--- config.mk ---
export PLATFORM = sky130hd
export DESIGN_NAME = synth_divider_chain
export DESIGN_NICKNAME = d
export VERILOG_FILES = /design/src/rtl/synth_pkg.sv /design/src/rtl/synth_chan_calc.sv /design/src/rtl/synth_ref_div.sv /design/src/rtl/synth_fb_div.sv /design/src/rtl/synth_pfd_lock.sv /design/src/rtl/synth_divider_chain.sv
export SDC_FILE = /design/constraint.sdc
export NUM_CORES = 1
export LEC_CHECK = 0
export BUFFER_PORTS_ARGS = -buffer_cell sky130_fd_sc_hd__clkbuf_2
export CORE_MARGIN = 1.5
export CORE_UTILIZATION = 60
export DETAILED_ROUTE_END_ITERATION = 10
export PLACE_DENSITY = 0.79
export SYNTH_ARGS = -nofsm -noshare
export SYNTH_HDL_FRONTEND = slang
export SYNTH_SLANG_ARGS = --single-unit
export TNS_END_PERCENT = 10
--- constraint.sdc ---
create_clock -name clk -period 9.5 [get_ports clk]
set_clock_uncertainty 0.1 [all_clocks]
set_input_delay 1.425 -clock clk [delete_from_list [all_inputs] [get_ports clk]]
set_output_delay 1.425 -clock clk [all_outputs]
set_load 0.03 [all_outputs]
--- src/rtl/synth_pkg.sv ---
package synth_pkg;

    typedef enum logic {
        BAND_LOW  = 1'b0,
        BAND_HIGH = 1'b1
    } band_e;

    typedef struct packed {
        logic up;
        logic dn;
    } pfd_cmd_t;

endpackage

--- src/rtl/synth_chan_calc.sv ---
module synth_chan_calc #(
    parameter int CH_W     = 9,
    parameter int N_W      = 8,
    parameter int A_W      = 6,
    parameter int LAST_LO  = 174,
    parameter int LAST_HI  = 374,
    parameter int RX_LO    = 9250,
    parameter int TX_LO    = 8800,
    parameter int RX_HI    = 18050,
    parameter int TX_HI    = 17100
) (
    input  logic           band_hi,
    input  logic           tx_sel,
    input  logic [CH_W-1:0] chan,
    output logic [N_W-1:0]  n_val,
    output logic [A_W-1:0]  a_val,
    output logic            div4
);
    import synth_pkg::*;

    localparam int TOT_W = N_W + A_W;
    localparam int SUM_W = TOT_W + 1;

    band_e             band;
    logic [CH_W-1:0]   ch_lim;
    logic [SUM_W-1:0]  base;
    logic [SUM_W-1:0]  sum;
    logic [TOT_W-1:0]  total;

    always_comb begin
        band = band_e'(band_hi);
        if (band == BAND_HIGH) begin
            ch_lim = (chan > CH_W'(LAST_HI)) ? CH_W'(LAST_HI) : chan;
        end else begin
            ch_lim = (chan > CH_W'(LAST_LO)) ? CH_W'(LAST_LO) : chan;
        end
        case ({band == BAND_HIGH, tx_sel})
            2'b00:   base = SUM_W'(RX_LO);
            2'b01:   base = SUM_W'(TX_LO);
            2'b10:   base = SUM_W'(RX_HI);
            default: base = SUM_W'(TX_HI);
        endcase
        // LO in 100 kHz units plus two units per 200 kHz channel
        sum = base + {{(SUM_W-CH_W-1){1'b0}}, ch_lim, 1'b0};
        // low band: VCO = 4*LO, so the total equals LO/100k; high band halves it
        total = (band == BAND_HIGH) ? sum[SUM_W-1:1] : sum[TOT_W-1:0];
        n_val = total[TOT_W-1:A_W];
        a_val = total[A_W-1:0];
        div4  = (band == BAND_LOW);
    end

endmodule

--- src/rtl/synth_ref_div.sv ---
module synth_ref_div #(
    parameter int DIV = 65
) (
    input  logic clk,
    input  logic rst_n,
    input  logic tick,
    output logic cmp_edge
);
    localparam int CW = $clog2(DIV);

    typedef struct packed {
        logic [CW-1:0] cnt;
        logic          edge_hit;
    } st_t;

    st_t st_d, st_q;

    always_comb begin
        st_d = st_q;
        st_d.edge_hit = 1'b0;
        if (tick) begin
            if (st_q.cnt == CW'(DIV - 1)) begin
                st_d.cnt      = '0;
                st_d.edge_hit = 1'b1;
            end else begin
                st_d.cnt = st_q.cnt + 1'b1;
            end
        end
    end

    always_ff @(posedge clk) begin
        if (!rst_n) st_q <= '0;
        else        st_q <= st_d;
    end

    assign cmp_edge = st_q.edge_hit;

endmodule

--- src/rtl/synth_fb_div.sv ---
module synth_fb_div #(
    parameter int N_W   = 8,
    parameter int A_W   = 6,
    parameter int N_RST = 144,
    parameter int A_RST = 34
) (
    input  logic           clk,
    input  logic           rst_n,
    input  logic           tune,
    input  logic [N_W-1:0] n_new,
    input  logic [A_W-1:0] a_new,
    input  logic           div4_new,
    input  logic           cmp_edge,
    input  logic           pre_tick,
    output logic           fb_edge,
    output logic           mod_hi,
    output logic           hold,
    output logic           lo_div4
);
    typedef struct packed {
        logic [N_W-1:0] cnt;
        logic [N_W-1:0] n;
        logic [A_W-1:0] a;
        logic           div4;
        logic           hold;
        logic           edge_hit;
    } st_t;

    st_t st_d, st_q;

    always_comb begin
        st_d = st_q;
        st_d.edge_hit = 1'b0;
        if (tune) begin
            st_d.n    = n_new;
            st_d.a    = a_new;
            st_d.div4 = div4_new;
            st_d.hold = 1'b1;
            st_d.cnt  = '0;
        end else if (st_q.hold) begin
            st_d.cnt = '0;
            if (cmp_edge) st_d.hold = 1'b0;
        end else if (pre_tick) begin
            if (st_q.cnt == st_q.n - 1'b1) begin
                st_d.cnt      = '0;
                st_d.edge_hit = 1'b1;
            end else begin
                st_d.cnt = st_q.cnt + 1'b1;
            end
        end
    end

    always_ff @(posedge clk) begin
        if (!rst_n) begin
            st_q      <= '0;
            st_q.n    <= N_W'(N_RST);
            st_q.a    <= A_W'(A_RST);
            st_q.div4 <= 1'b1;
            st_q.hold <= 1'b1;
        end else begin
            st_q <= st_d;
        end
    end

    assign fb_edge = st_q.edge_hit;
    assign mod_hi  = st_q.cnt < {{(N_W-A_W){1'b0}}, st_q.a};
    assign hold    = st_q.hold;
    assign lo_div4 = st_q.div4;

endmodule

--- src/rtl/synth_pfd_lock.sv ---
module synth_pfd_lock #(
    parameter int THR      = 4,
    parameter int LOCK_CNT = 16,
    parameter int WID_W    = 8
) (
    input  logic clk,
    input  logic rst_n,
    input  logic cmp_edge,
    input  logic fb_edge,
    input  logic hold,
    input  logic tune,
    output logic up,
    output logic dn,
    output logic lock
);
    import synth_pkg::*;

    localparam int GW = $clog2(LOCK_CNT + 1);

    typedef struct packed {
        pfd_cmd_t       cmd;
        logic [WID_W-1:0] wid;
        logic [GW-1:0]    good;
        logic             lock;
    } st_t;

    st_t              st_d, st_q;
    pfd_cmd_t         cmd_n;
    logic [WID_W-1:0] wid_t;
    logic [GW-1:0]    good_n;

    always_comb begin
        st_d     = st_q;
        cmd_n.up = st_q.cmd.up | cmp_edge;
        cmd_n.dn = st_q.cmd.dn | fb_edge;
        if (cmd_n.up && cmd_n.dn) cmd_n = '0;
        st_d.cmd = cmd_n;
        wid_t = ((st_q.cmd.up || st_q.cmd.dn) && (st_q.wid != '1)) ?
                st_q.wid + 1'b1 : st_q.wid;
        st_d.wid = wid_t;
        good_n   = (st_q.good == GW'(LOCK_CNT)) ? st_q.good : st_q.good + 1'b1;
        if (cmp_edge) begin
            st_d.wid = '0;
            if (wid_t >= WID_W'(THR)) begin
                st_d.good = '0;
                st_d.lock = 1'b0;
            end else begin
                st_d.good = good_n;
                st_d.lock = (good_n == GW'(LOCK_CNT));
            end
        end
        if (hold || tune) st_d = '0;
    end

    always_ff @(posedge clk) begin
        if (!rst_n) st_q <= '0;
        else        st_q <= st_d;
    end

    assign up   = st_q.cmd.up;
    assign dn   = st_q.cmd.dn;
    assign lock = st_q.lock;

endmodule

--- src/rtl/synth_divider_chain.sv ---
module synth_divider_chain #(
    parameter int REF_DIV  = 65,
    parameter int PRE_W    = 6,
    parameter int N_W      = 8,
    parameter int CH_W     = 9,
    parameter int LAST_LO  = 174,
    parameter int LAST_HI  = 374,
    parameter int RX_LO    = 9250,
    parameter int TX_LO    = 8800,
    parameter int RX_HI    = 18050,
    parameter int TX_HI    = 17100,
    parameter int THR      = 4,
    parameter int LOCK_CNT = 16,
    parameter int WID_W    = 8
) (
    input  logic            clk,
    input  logic            rst_n,
    input  logic            ref_tick,
    input  logic            pre_tick,
    input  logic            tune,
    input  logic            band_hi,
    input  logic            tx_sel,
    input  logic [CH_W-1:0] chan,
    output logic            mod_hi,
    output logic            fb_edge,
    output logic            up,
    output logic            dn,
    output logic            lock,
    output logic            lo_div4
);
    localparam int N_RST = RX_LO / (2 ** PRE_W);
    localparam int A_RST = RX_LO % (2 ** PRE_W);

    logic [N_W-1:0]   n_new;
    logic [PRE_W-1:0] a_new;
    logic             div4_new;
    logic             ref_edge;
    logic             hold;

    synth_chan_calc #(
        .CH_W(CH_W), .N_W(N_W), .A_W(PRE_W),
        .LAST_LO(LAST_LO), .LAST_HI(LAST_HI),
        .RX_LO(RX_LO), .TX_LO(TX_LO), .RX_HI(RX_HI), .TX_HI(TX_HI)
    ) u_calc (
        .band_hi(band_hi), .tx_sel(tx_sel), .chan(chan),
        .n_val(n_new), .a_val(a_new), .div4(div4_new)
    );

    synth_ref_div #(.DIV(REF_DIV)) u_ref (
        .clk(clk), .rst_n(rst_n), .tick(ref_tick), .cmp_edge(ref_edge)
    );

    synth_fb_div #(
        .N_W(N_W), .A_W(PRE_W), .N_RST(N_RST), .A_RST(A_RST)
    ) u_fb (
        .clk(clk), .rst_n(rst_n), .tune(tune),
        .n_new(n_new), .a_new(a_new), .div4_new(div4_new),
        .cmp_edge(ref_edge), .pre_tick(pre_tick),
        .fb_edge(fb_edge), .mod_hi(mod_hi), .hold(hold), .lo_div4(lo_div4)
    );

    synth_pfd_lock #(
        .THR(THR), .LOCK_CNT(LOCK_CNT), .WID_W(WID_W)
    ) u_pfd (
        .clk(clk), .rst_n(rst_n), .cmp_edge(ref_edge), .fb_edge(fb_edge),
        .hold(hold), .tune(tune), .up(up), .dn(dn), .lock(lock)
    );

endmodule

==> impl_metrics.py, run 1 <==
metrics = {
    "synthesis": {
        "commonest_cells_post_synth": "49 x sky130_fd_sc_hd__dfxtp_1, 45 x sky130_fd_sc_hd__nor2_1, 30 x sky130_fd_sc_hd__nand2_1",
        "netlist-cell-type-count": 64,
        "synth_area_leaders": "sky130_fd_sc_hd__dfxtp_1 29%, sky130_fd_sc_hd__ha_1 7.0%, sky130_fd_sc_hd__xor2_1 5.2%",
        "synth_top_flop_cell": "sky130_fd_sc_hd__dfxtp_1",
        "postSynthAreaPerCell_um2": 8.061,
        "synthArstFlopShare_pct": 0,
        "yosysSeqAreaShare_pct": 28.97,
        "syn_nets": 456,
        "netlist.area_leader.share_pct": 28.97,
        "synth.largest_area_cell": "sky130_fd_sc_hd__dfxtp_1",
        "portion_of_netlist_area_occupied_by_mux_cells_pct": 2.365,
        "ys_ff_latch": 49,
        "syn_area_um2": 3386,
        "synth-edff-count": 0,
        "synth-warning-count": 0,
        "synth_simple_gate_area_share_pct": 24.43,
        "post-synth-top-count-cell": "sky130_fd_sc_hd__dfxtp_1",
        "synth_compound_gate_area_share_pct": 22.36,
        "synth_area_in_adders_pct": 7.613,
        "synth_top_family_by_area": "simple AND/OR/NAND/NOR gates",
        "yosys.area_share.xor_xnor_pct": 8.795,
        "syn_inst": 420,
    },
    "cells_and_area": {
        "fin_nets": 462,
        "diodes": 0,
        "multi_input_comb_area_um2": 2220,
        "fillerInstances": 504,
        "layout-area-overhead-vs-synth_pct": 6.245,
        "final_layout_size_suffix_gt1_share_pct": 11.01,
        "area.sequential_um2": 980.9,
    },
    "global_routing": {
        "globalRouteOverflowTotal": 0,
        "gr-usage-all-layers_pct": 24.70,
        "antenna_found_initial": 0,
        "first_global_vias": 2742,
        "global_route_wire_length_before_repair_um": 12300,
        "grt_max_degree": 23,
    },
    "sta": {
        "fin_setup_tns_ns": 0,
        "total_count_of_hold_check_failures_in_the_final_report": 0,
        "max_freq_mhz": 229.7,
        "timing.hold.ws_ns": 0.3663,
        "max-slew-margin-rel_pct": 23.35,
        "max_slew_violations": 0,
        "grt_setup_unrepaired": "false",
        "report.final.setup_viol": 0,
        "worst_pin_slew_ns": 1.138,
        "minimum_period_implied_by_the_final_worst_setup_slack_ns": 4.354,
        "fin_crit_sh_pct": 45.83,
    },
    "floorplanning": {
        "floorplan_die_width_um": 78.12,
        "chipHeight_um": 78.12,
        "floorplan.initialDensity_pct": 61.87,
        "die_area_um2": 6103,
        "ioPinCount": 22,
        "core_area_um2": 5473,
        "num_rows": 27,
    },
    "worst_setup_path": {
        "critPathRequiredTime_ns": 9.59,
        "rr_startpoint": "u_pfd.st_q[6]",
        "worst_path_largest_cell_delay_ns": 0.44,
        "timing.critical_path.slowest_stage_cell": "sky130_fd_sc_hd__fa_1",
        "worstSetupStartpoint": "band_hi",
        "critPathMostFrequentCell": "sky130_fd_sc_hd__and2_1",
        "worstSetupStartpointType": "input pin",
        "critical_path_peak_fanout": 21,
        "crit_arrival_ns": 4.45,
        "worstPathCellList": "clkbuf_2, inv_1, nor2_1, and2_1, a21oi_1, and2_1, ha_1, fa_1, a21o_1, o2111ai_1, a21oi_2, o31ai_1, mux2i_1, o41ai_2",
        "critPathCaptureType": "register",
        "timing.setup.critical_path_class": "in2reg",
    },
    "clock_tree": {
        "clk_latency_ns": 0.31,
        "clkSlewWorstSetupHoldPaths_ns": 0.09,
        "numCtsBuffers": 5,
        "cts-htree-levels": 2,
        "tritoncts": "yes",
        "max_buffers_root_to_sink": 2,
        "cts-root-buf": "sky130_fd_sc_hd__clkbuf_8",
        "cts_resized": 0,
        "cts.sinks": 49,
        "postCtsSetupBuffers": 0,
        "count_of_hold_buffers_inserted_by_post_cts_repair": 0,
    },
    "routing": {
        "detailedRoute.firstIterationViolations": 121,
        "post-route-drc-count": 0,
        "firstDrtPassIters": 5,
        "via_count": 3036,
        "drt_wl_total_um": 7234,
        "antenna_left": 0,
        "wire_per_inst_um": 14.50,
        "route.detailed.vias_per_inst": 6.084,
    },
    "hold_path": {
        "min-delay-start": "u_fb.st_q[5]",
        "worstHoldPathType": "reg2reg",
    },
    "pwr": {
        "vdd.ir_drop.worst_v": 0.00008606,
        "netSwitchingFraction_pct": 28.89,
        "p_int_w": 0.0003300,
        "gate_power_share_pct": 20.8,
        "power_frac_clock_pct": 32.4,
        "share_of_power_burned_in_registers_pct": 46.8,
        "leakage_nw": 1.377,
        "p_per_area_nw_per_um2": 129.0,
        "netSwitchingPower_w": 0.0001341,
    },
    "run_status": {
        "status": "finished, final reports clean",
    },
    "placement": {
        "detailed_place_hpwl_um": 5368,
        "globalplace.congestion": 0.8757,
        "placement.io_buffers": 21,
    },
    "flow_run": {
        "maxCapViolations": 0,
    },
}
flip-flops by register name, summed over array words and instances, names as in the netlist:
| signal | flops |
|---|---|
| u_pfd.dn | 1 |
| u_fb.lo_div4 | 1 |
| u_ref.st_q | 7 |
| u_pfd.st_q | 13 |
| u_pfd.lock | 1 |
| u_ref.cmp_edge | 1 |
| u_fb.hold | 1 |
| u_fb.fb_edge | 1 |
| u_fb.st_q | 22 |
| u_pfd.up | 1 |
cell type report:
cell class | instances | share of cell area (%)
timing repair buffer | 21 | 2.922
clock inverter | 2 | 1.078
multi-input combinational | 325 | 61.70
tap | 72 | 2.504
clock buffer | 6 | 2.017
sequential | 49 | 27.27
inverter | 24 | 2.504
worst max-delay path, delay by kind of cell:
| family | cells | cell delay, ns |
|---|---|---|
| mux | 1 | 0.25 |
| fa+ha+maj | 2 | 0.67 |
| compound gates | 6 | 0.89 |
| buf+inv | 2 | 0.62 |
| simple gates | 3 | 0.59 |
final timing paths:
path	endpoint	slack (ns)	depth (start not counted)
setup / recovery	u_fb.st_q[12]	5.15	14
hold / removal	u_fb.st_q[5]	0.37	2
setup reg to reg	u_pfd.st_q[3]	7.14	7
hold reg to reg	u_fb.st_q[5]	0.37	2
routing by layer:
| metal | track usage, % | up-vias | wire length (um) | part of all wire (%) |
|---|---|---|---|---|
| li1 | - | 1532 | - | - |
| met5 | 0 | - | 0 | 0 |
| met3 | 3.605 | 10 | 323 | 4.5 |
| met4 | 7.500 | 0 | 125 | 1.7 |
| met1 | 32.36 | 1410 | 3373 | 47 |
| met2 | 41.91 | 84 | 3411 | 47 |
metrics by stage:
step	std cells	power (W)	utilization, %	setup slack, ns	instance area (um^2)
final	499	0.0004640	65.73	5.146	3597
after global routing	499	0.0004861	65.73	4.932	3597
after CTS	499	0.0004639	65.73	5.187	3597
after detailed placement	491	0.0003166	63.69	4.861	3486
after global placement	491	0.0003139	63.69	4.966	3486
after floorplan	420	0.0002965	-	5.208	3386
power by group through the flow:
| stage | clock, W | combinational [W] | sequential [W] |
|---|---|---|---|
| 2_1_floorplan | 0 | 0.0000758 | 0.000221 |
| 3_3_place_gp | 0 | 0.0000924 | 0.000221 |
| 3_5_place_dp | 0 | 0.0000948 | 0.000222 |
| 4_1_cts | 0.000151 | 0.0000957 | 0.000217 |
| 5_1_grt | 0.000160 | 0.000108 | 0.000218 |
| 6_report | 0.000150 | 0.0000966 | 0.000217 |
logic make-up after synthesis:
| logic type | after synthesis |
|---|---|
| xor+xnor | 34 |
| buf+inv | 46 |
| fa+ha+maj | 20 |
| simple gates | 164 |
| compound gates | 99 |
| mux | 8 |
| flops | 49 |
layout by cell type, fill, tap and decap left out, types with 3 or more instances in the layout:
| cell type | Yosys | layout |
|---|---|---|
| sky130_fd_sc_hd__inv_1 | 22 | 22 |
| sky130_fd_sc_hd__xnor2_1 | 14 | 14 |
| sky130_fd_sc_hd__o2111ai_1 | 5 | 5 |
| sky130_fd_sc_hd__nand4_1 | 12 | 12 |
| sky130_fd_sc_hd__a21oi_1 | 12 | 12 |
| sky130_fd_sc_hd__a211oi_1 | 3 | 3 |
| sky130_fd_sc_hd__nor3_1 | 11 | 11 |
| sky130_fd_sc_hd__and3_1 | 7 | 7 |
| sky130_fd_sc_hd__nand3_1 | 17 | 17 |
| sky130_fd_sc_hd__nor2_1 | 45 | 45 |
| sky130_fd_sc_hd__nor2b_1 | 5 | 5 |
| sky130_fd_sc_hd__xor2_1 | 20 | 20 |
| sky130_fd_sc_hd__ha_1 | 19 | 19 |
| sky130_fd_sc_hd__o211ai_1 | 7 | 7 |
| sky130_fd_sc_hd__o31ai_1 | 4 | 4 |
| sky130_fd_sc_hd__nand2b_1 | 9 | 9 |
| sky130_fd_sc_hd__o21ai_0 | 21 | 21 |
| sky130_fd_sc_hd__clkbuf_2 | 0 | 21 |
| sky130_fd_sc_hd__dfxtp_1 | 49 | 49 |
| sky130_fd_sc_hd__or3_1 | 5 | 5 |
| sky130_fd_sc_hd__a31oi_1 | 8 | 8 |
| sky130_fd_sc_hd__and2_1 | 4 | 4 |
| sky130_fd_sc_hd__mux2i_1 | 8 | 8 |
| sky130_fd_sc_hd__clkbuf_8 | 0 | 5 |
| sky130_fd_sc_hd__nor4_1 | 8 | 8 |
| sky130_fd_sc_hd__nand2_1 | 30 | 30 |
| sky130_fd_sc_hd__a21o_1 | 5 | 5 |
Note: power is estimated with default switching activity, not from simulation.
==> run 2, diff against run 1 <==
Clock period 9.5 ns to 4.1 ns, I/O delays scaled along.
==> run 2 against run 1 <==
Compared with the run above:
- via count decreased by 0.66%
- combinational power increased by 130%
- routed wire length decreased by 2.3%
- final area up 0.56%
- worst setup slack worse by 4.3 ns
- register-to-register slack worse by 5.3 ns
- power rose by 130%
- sequential share of layout area is 0.15 points lower
- hold slack worse by 0.012 ns
- sequential cell count is the same
- first-iteration DRC count grew 7.4%
- critical path type unchanged
- critical endpoint unchanged
==> impl_metrics.py, run 2 (synthesized netlist as in run 1, its figures left out) <==
metrics = {
    "run_status": {
        "status": "finished, final reports clean",
    },
    "cells_and_area": {
        "largest_reg_flops": 22,
        "final_common_cell": "sky130_fd_sc_hd__dfxtp_1",
        "fin_nets": 464,
        "layout.cells.most_common_list": "49 x sky130_fd_sc_hd__dfxtp_1, 45 x sky130_fd_sc_hd__nor2_1, 30 x sky130_fd_sc_hd__nand2_1",
        "final_layout_size_suffix_gt1_share_pct": 11.42,
        "registers.top_by_ff_count": "u_fb.st_q",
        "final-instance-count-excl-fill": 501,
        "reg_top3": "u_fb.st_q x22, u_pfd.st_q x13, u_ref.st_q x7",
        "finish.instance_area_um2": 3617,
        "layout-area-overhead-vs-synth_pct": 6.837,
        "diodes": 0,
    },
    "global_routing": {
        "globalRouteOverflowTotal": 0,
        "grt_max_degree": 23,
        "first_global_vias": 2786,
        "antenna_found_initial": 0,
        "global_route_wire_length_before_repair_um": 12120,
        "gr-usage-all-layers_pct": 24.34,
    },
    "pwr": {
        "power_w": 0.001082,
        "p_per_area_nw_per_um2": 299.1,
        "vdd.ir_drop.worst_v": 0.0002121,
        "leakage_nw": 1.390,
    },
    "clock_tree": {
        "cts_resized": 0,
        "clk_latency_ns": 0.30,
        "cts-htree-levels": 2,
        "clkSlewWorstSetupHoldPaths_ns": 0.08,
        "cts.sinks": 49,
        "postCtsSetupBuffers": 0,
        "max_buffers_root_to_sink": 2,
        "numCtsBuffers": 5,
        "tritoncts": "yes",
        "count_of_hold_buffers_inserted_by_post_cts_repair": 0,
        "cts-root-buf": "sky130_fd_sc_hd__clkbuf_8",
    },
    "sta": {
        "max_freq_mhz": 308.0,
        "max-slew-margin-rel_pct": 60.64,
        "fin_setup_tns_ns": 0,
        "fin_crit_sh_pct": 79.18,
        "worst_pin_slew_ns": 0.5854,
        "minimum_period_implied_by_the_final_worst_setup_slack_ns": 3.246,
        "final.setup.worst_slack_ns": 0.8537,
        "grt_setup_unrepaired": "false",
        "max_slew_violations": 0,
        "total_count_of_hold_check_failures_in_the_final_report": 0,
        "report.final.setup_viol": 0,
    },
    "routing": {
        "drt_wl_total_um": 7068,
        "antenna_left": 0,
        "post-route-drc-count": 0,
        "route.detailed.vias_per_inst": 6.020,
        "detailedRoute.firstIterationViolations": 130,
        "firstDrtPassIters": 4,
        "wire_per_inst_um": 14.11,
        "via_count": 3016,
    },
    "worst_setup_path": {
        "timing.critical_path.slowest_stage_cell": "sky130_fd_sc_hd__fa_1",
        "worst_path_largest_cell_delay_ns": 0.43,
        "reg2reg_slack_ns": 1.83,
        "cp_num_buf_inv": 2,
        "critical_path_peak_fanout": 13,
        "crit_family": "compound AO/OA/AOI/OAI gates",
        "critPathMostFrequentCell": "sky130_fd_sc_hd__a21oi_1",
        "worstPathCellList": "clkbuf_2, inv_1, nand2_1, a21oi_1, a21oi_1, and2_1, ha_1, fa_1, a21o_1, o2111ai_1, a21oi_2, o31ai_1, mux2i_1, o41ai_2",
        "crit_arrival_ns": 3.33,
        "worstSetupStartpointType": "input pin",
        "timing.setup.critical_path_class": "in2reg",
        "critPathCaptureType": "register",
        "critPathRequiredTime_ns": 4.19,
    },
    "placement": {
        "placement.io_buffers": 21,
        "detailed_place_hpwl_um": 5184,
        "place_inst": 493,
        "placed_cell_areas_um2": 3501,
        "globalplace.congestion": 0.8417,
        "pre_cts_slack_ns": 0.5757,
    },
    "floorplanning": {
        "ioPinCount": 22,
        "chipHeight_um": 78.12,
        "core_area_um2": 5473,
        "num_rows": 27,
        "floorplan.initialDensity_pct": 61.87,
        "floorplan_die_width_um": 78.12,
        "die_area_um2": 6103,
    },
    "hold_path": {
        "worstHoldPathType": "reg2reg",
    },
    "flow_run": {
        "maxCapViolations": 0,
    },
}
==> run 2: worst paths after layout <==
| check | from | end | cells after the start |
|---|---|---|---|
| max | band_hi | u_fb.st_q[12] | 14 |
| min | u_pfd.lock | u_pfd.lock | 2 |
| max reg2reg | u_pfd.st_q[6] | u_pfd.st_q[3] | 7 |
| min reg2reg | u_pfd.lock | u_pfd.lock | 2 |
==> run 2: per-stage QoR <==
stage          util [%]  hold WS (ns)
2_1_floorplan         -        0.3350
3_3_place_gp      63.97        0.3378
3_5_place_dp      63.97        0.3412
4_1_cts           66.10        0.3577
5_1_grt           66.10        0.3731
6_report          66.10        0.3545
==> run 2: area by class of cell <==
cell class                      instances  area, um^2
Multi-Input combinational cell        325        2220
Fill cell                             497        1856
Sequential cell                        49       980.9
Timing Repair Buffer                   23       120.1
Inverter                               24       90.09
Tap cell                               72       90.09
Clock buffer                            7       86.33
Clock inverter                          1       30.03
==> run 2: per-layer routing <==
layer	wire (um)	track usage, %
met2	3298	40.87
met4	114	10.18
met5	0	0
met3	269	4.070
met1	3386	30.82
==> run 2: worst register-to-register path: stages, from the launching register on <==
cell	delay (ns)
sky130_fd_sc_hd__dfxtp_1	0.41
sky130_fd_sc_hd__ha_1	0.33
sky130_fd_sc_hd__nand3_1	0.14
sky130_fd_sc_hd__o22a_2	0.27
sky130_fd_sc_hd__a211oi_1	0.25
sky130_fd_sc_hd__a41o_1	0.24
sky130_fd_sc_hd__nand2_1	0.12
sky130_fd_sc_hd__o41ai_1	0.31
==> run 2: power breakdown <==
group	leakage [nW]	switching (W)	internal, W
sequential	0.398	0.0000137	0.000489
clock	0.0585	0.000155	0.000199
combinational	0.933	0.000132	0.0000930
total	1.39	0.000301	0.000781
